### src/rtl/invcarry_pkg.sv
package invcarry_pkg;

  typedef struct packed {
    logic g;
    logic p;
  } gp_pair_t;

  // Ordinary prefix combine: hi covers more significant bits than lo.
  function automatic gp_pair_t gp_merge(input gp_pair_t hi, input gp_pair_t lo);
    gp_pair_t r;
    r.g = hi.g | (hi.p & lo.g);
    r.p = hi.p & lo.p;
    return r;
  endfunction

  // Wrapped combine: the lower group sits above the word top, so its
  // carry re-enters inverted. The inverted carry of a group is its kill term.
  function automatic gp_pair_t gp_merge_wrap(input gp_pair_t hi, input gp_pair_t lo);
    gp_pair_t r;
    r.g = hi.g | (hi.p & ~lo.g & ~lo.p);
    r.p = hi.p & lo.p;
    return r;
  endfunction

endpackage

### src/rtl/invcarry_bitgp.sv
module invcarry_bitgp #(
  parameter int K = 8
) (
  input  logic [K-1:0] x_i,
  input  logic [K-1:0] y_i,
  output logic [K-1:0] gen_o,
  output logic [K-1:0] prop_o
);
  for (genvar i = 0; i < K; i++) begin : g_bit
    assign gen_o[i]  = x_i[i] & y_i[i];
    assign prop_o[i] = x_i[i] ^ y_i[i];
  end
endmodule

### src/rtl/invcarry_prefix_level.sv
module invcarry_prefix_level
  import invcarry_pkg::*;
#(
  parameter int K    = 8,
  parameter int DIST = 1
) (
  input  logic [K-1:0] gen_i,
  input  logic [K-1:0] prop_i,
  output logic [K-1:0] gen_o,
  output logic [K-1:0] prop_o
);
  for (genvar i = 0; i < K; i++) begin : g_node
    gp_pair_t own, nbr, res;
    assign own.g = gen_i[i];
    assign own.p = prop_i[i];
    if (i >= DIST) begin : g_plain
      assign nbr.g = gen_i[i-DIST];
      assign nbr.p = prop_i[i-DIST];
      assign res   = gp_merge(own, nbr);
    end else begin : g_wrap
      assign nbr.g = gen_i[i-DIST+K];
      assign nbr.p = prop_i[i-DIST+K];
      assign res   = gp_merge_wrap(own, nbr);
    end
    assign gen_o[i]  = res.g;
    assign prop_o[i] = res.p;
  end
endmodule

### src/rtl/invcarry_sum_stage.sv
module invcarry_sum_stage #(
  parameter int K = 8
) (
  input  logic [K-1:0] bitprop_i,
  input  logic [K-1:0] grpgen_i,
  input  logic         allprop_i,
  output logic [K-1:0] sum_o
);
  logic [K-1:0] carry_in;

  // Bit 0 receives the inverted group generate of the full word. When all
  // positions propagate, every carry is forced so the result wraps to zero.
  assign carry_in[0] = ~grpgen_i[K-1] | allprop_i;
  for (genvar i = 1; i < K; i++) begin : g_cin
    assign carry_in[i] = grpgen_i[i-1] | allprop_i;
  end

  assign sum_o = bitprop_i ^ carry_in;
endmodule

### src/rtl/invcarry_prefix_adder.sv
module invcarry_prefix_adder #(
  parameter int K = 8
) (
  input  logic [K-1:0] opnd_a,
  input  logic [K-1:0] opnd_b,
  output logic [K-1:0] sum_o,
  output logic         allprop_o
);
  localparam int LEVELS = $clog2(K);

  logic [K-1:0]            bit_g, bit_p;
  logic [LEVELS:0][K-1:0]  lvl_g, lvl_p;

  invcarry_bitgp #(.K(K)) u_bitgp (
    .x_i    (opnd_a),
    .y_i    (opnd_b),
    .gen_o  (bit_g),
    .prop_o (bit_p)
  );

  assign lvl_g[0] = bit_g;
  assign lvl_p[0] = bit_p;

  for (genvar l = 0; l < LEVELS; l++) begin : g_level
    invcarry_prefix_level #(.K(K), .DIST(1 << l)) u_lvl (
      .gen_i  (lvl_g[l]),
      .prop_i (lvl_p[l]),
      .gen_o  (lvl_g[l+1]),
      .prop_o (lvl_p[l+1])
    );
  end

  assign allprop_o = lvl_p[LEVELS][K-1];

  invcarry_sum_stage #(.K(K)) u_sum (
    .bitprop_i (bit_p),
    .grpgen_i  (lvl_g[LEVELS]),
    .allprop_i (allprop_o),
    .sum_o     (sum_o)
  );
endmodule

### config.mk
export PLATFORM = sky130hd
export DESIGN_NAME = invcarry_prefix_adder
export DESIGN_NICKNAME = d
export VERILOG_FILES = /design/src/rtl/invcarry_pkg.sv /design/src/rtl/invcarry_bitgp.sv /design/src/rtl/invcarry_prefix_level.sv /design/src/rtl/invcarry_sum_stage.sv /design/src/rtl/invcarry_prefix_adder.sv
export SDC_FILE = /design/constraint.sdc
export NUM_CORES = 1
export LEC_CHECK = 0
export BUFFER_PORTS_ARGS = -buffer_cell sky130_fd_sc_hd__buf_2
export CAP_MARGIN = 20
export CORE_AREA = 3 3 40 42
export DETAILED_ROUTE_END_ITERATION = 7
export DIE_AREA = 0 0 43 45
export PLACE_DENSITY = 0.69
export SLEW_MARGIN = 20
export SYNTH_ARGS = -nofsm -noshare
export SYNTH_HDL_FRONTEND = slang
export SYNTH_SLANG_ARGS = --single-unit
### constraint.sdc
create_clock -name vclk -period 2
set_input_delay 0.3 -clock vclk [all_inputs]
set_output_delay 0.3 -clock vclk [all_outputs]
set_load 0.05 [all_outputs]
==> impl_results.md, run 1 <==
- Hold-fix buffers at CTS: 0
- Area share of the largest cell type after synthesis: 20.6%
- Stop err: [ERROR DPL-0038] Utilization greater than 100%, impossible to legalize
- Synthesized netlist net count: 92
- Area leader, netlist: ha_1
- Most instantiated library cell after synthesis: ha_1
- Port Buf Inserts: 25
- Die height: 45 um
- Estimated wirelength of the detail-placed design: 1600 um
- Netlist area before placement: 487 sq um
- Final Wtd Congestion: 0.883
- Standard-cell rows: 13
- Setup slack after placement: -0.298 ns
- Sequential fraction of the synthesis area: 0%
- Synthesized area divided by synthesized cell count: 7.16 sq um
- Ports: 25
- Leading cell types by count after synthesis: ha_1 (8), nand2_1 (7), nor2_1 (6), nor3_1 (5)
- Kind of the worst endpoint: output port
- GRT repair_timing worst endpoint: sum_o[2]
- Dominant cells by area after synthesis: ha_1 (21%), xnor2_1 (7.2%), xor2_1 (7.2%)
- Synth Warn #: 0
- Die width: 43 um
- Initial core utilization: 37.9%
- Pin count of the biggest net entering global routing: 7
- Mapped Cells: 68
- Halt point of the flow: global routing
- Unique cell type count in the Yosys netlist: 29
- Run status: aborted with a tool error
[metrics by stage]
| stage | hold slack (ns) | util, % | std cells | TNS [ns] | cell area, sq um |
|---|---|---|---|---|---|
| after floorplan | 0.901 | - | 68 | -0.173 | 783 |
| after global placement | 1.20 | 82.1 | 126 | -1.44 | 1050 |
| after detailed placement | 1.21 | 82.1 | 126 | -1.70 | 1050 |
| after CTS | 1.17 | 97.3 | 130 | -0.655 | 1250 |
[cell families after synthesis]
family,Yosys count,synth area share [%]
buffers and inverters,3,4.11
AND/OR/NAND/NOR,29,32.6
adder cells (fa/ha/maj),8,20.6
XOR/XNOR,8,14.4
AO/OA/AOI/OAI,20,28.3
[what timing repair did]
action / 4_1_cts
buffers inserted: 4
cloned: 0
setup endpoints to repair: 8
pin swaps: 10
resized for setup: 38
==> run 2: changes to the inputs <==
Settings changed: CORE_AREA 3 3 40 42 to 3 3 64 66, DIE_AREA 0 0 43 45 to 0 0 67 69, PLACE_DENSITY 0.69 to unset, PLACE_DENSITY_LB_ADDON set to 0.15.
==> run 2 against run 1 <==
Net effect: the flow now finishes, with violations (negative setup slack); area after synthesis is the same; synthesized cell count is the same.
==> impl_results.md, run 2 <==
- Type of the worst min-delay path: primary input to output port
- Crit path max fanout: 6
- Routed wire per std cell: 12.2 um
- Final setup vio count: 8
- Sequential fraction of the synthesis area: 0%
- Number of fill cells: 396
- Placed standard-cell area: 1140 sq um
- DR vias/cell: 4.36
- Dominant cells by area after synthesis: ha_1 (21%), xnor2_1 (7.2%), xor2_1 (7.2%)
- Detailed-route wire length: 2020 um
- Vias in the first global route: 750
- Leading cell types by count after synthesis: ha_1 (8), nand2_1 (7), nor2_1 (6), nor3_1 (5)
- Final core utilization: 36.3%
- Data required, critical path: 1.70 ns
- Global Route Usage Sum: 9.00%
- Crit path time final: 2.12 ns
- Max_cap viols: 0
- Antenna Violating Nets Remaining: 0
- Nets: 144
- Setup tns final: -0.616 ns
- Final Wtd Congestion: 0.849
- Netlist area before placement: 487 sq um
- Power per cell area: 508 nW/um^2
- Violations in the final reports: negative setup slack
- Hold-critical path depth: 5
- Count of routing violations after the opening detailed-route iteration: 14
- Area of all sequential standard cells: 0 sq um
- Die footprint: 4620 sq um
- Most Frequent Cell on Critical Path: buf_6
- Final Non-Filler Cells: 166
- Arr. time, crit path: 1.82 ns
- CP Class: primary input to output port
- Leading cell type in the layout, fill and taps excluded: buf_4
- Initial antenna violation count: 0
- Remaining DRCs: 0
- Unique cell type count in the Yosys netlist: 29
- Post-route cell area: 1320 sq um
- Static leakage power: 0.515 nW
- Design Power: 0.669 mW
- Slew @ Worst Pin: 0.413 ns
- Area leader, netlist: ha_1
- Placed cell count: 165
- Final sequential cell count: 0
- Synth Warn #: 0
- Setup slack after placement: -0.266 ns
- First-pass GRT wire length: 3410 um
- Max-slew violation count: 0
- Final hold violations: 0
- Worst path max stage delay: 0.24 ns
- Kind of launch point of the worst setup path: primary input
- Fraction of final layout cells with drive strength greater than 1: 79.7%
- Slowest stage cell on the critical path: a31oi_1
- Critical-path cell list: buf_6, ha_4, buf_6, nor2b_1, a31oi_1, buf_4, o211ai_1, xor2_4, buf_6
- Ports: 25
- Hold Worst Slack: 1.17 ns
- Clock buf count: 0
- Period Utilization, post-route: 106%
- Highest ir drop seen on vdd: 0.177 mV
- Die height: 69 um
- Final setup margin: -0.124 ns
- Aggregate global routing overflow: 0
- Mapped Cells: 68
- Die width: 67 um
- Standard-cell rows: 22
- Synthesized area divided by synthesized cell count: 7.16 sq um
- Worst slew margin: 72.3%
- Total core area: 3630 sq um
- Setup crit end kind: output port
- Relative area change from synthesis to final layout: 171%
- Setup repair after global routing missed its margin: yes
- Antenna diode count: 0
- Peak Freq: 471 MHz
- Estimated wirelength of the detail-placed design: 1730 um
- Pin count of the biggest net entering global routing: 7
- Most instantiated library cell after synthesis: ha_1
- Pre-antenna DRT Iters: 4
- Top library cells by usage in the layout, fill and taps aside: buf_4 (25), buf_6 (14), buf_2 (13), ha_4 (8), nand2_1 (6)
- Port Buf Inserts: 25
- Detailed-route via count: 723
- Run status: complete, but fails checks
- Synthesized netlist net count: 92
- Area share of the largest cell type after synthesis: 20.6%
- Initial core utilization: 13.4%
run 2: cell counts after synthesis:
Identical to the previous run, type by type.
run 2: layout make-up:
type	count	area [sq um]	area share [%]
Inverter	1	11.3	0.855
Multi-Input combinational cell	65	836	63.4
Tap cell	48	60.1	4.56
Timing Repair Buffer	52	410	31.1
run 2: cells by family (layout without fill, tap and decap cells):
logic type | count (synthesis) | in the layout | share of synthesized area (%)
AND/OR/NAND/NOR | 29 | 29 | 32.6
AO/OA/AOI/OAI | 20 | 20 | 28.3
adder cells (fa/ha/maj) | 8 | 8 | 20.6
XOR/XNOR | 8 | 8 | 14.4
buffers and inverters | 3 | 53 | 4.11
run 2: worst paths after layout:
check / startpoint / to
setup / recovery: opnd_a[0] / sum_o[2]
hold / removal: opnd_b[1] / sum_o[1]
run 2: worst max-delay path, delay by kind of cell:
| family | cells | cell delay, ns |
|---|---|---|
| buf+inv | 4 | 0.55 |
| compound gates | 2 | 0.41 |
| fa+ha+maj | 1 | 0.23 |
| xor+xnor | 1 | 0.20 |
| simple gates | 1 | 0.14 |
run 2: metal layers:
metal / up-vias / wire, um / GRT usage, %
li1: 359 / - / -
met3: 0 / 58 / 0
met2: 15 / 1050 / 16.4
met1: 349 / 907 / 12.5
met5: - / 0 / 0
met4: 0 / 0 / 0
run 2: timing repair:
action / in CTS / in global routing
setup buffers: 0 / 1
pin swaps: 10 / 6
endpoints found under the setup margin: 9 / 8
hold buffers: 0 / 0
gates resized for setup: 34 / 6
run 2: power breakdown:
group | internal, mW | total (mW) | leakage [nW] | switching, mW
sequential | 0 | 0 | 0 | 0
combinational | 0.314 | 0.669 | 0.515 | 0.355
clock | 0 | 0 | 0 | 0
total | 0.314 | 0.669 | 0.515 | 0.355
Power figures use the tool's default switching activity.
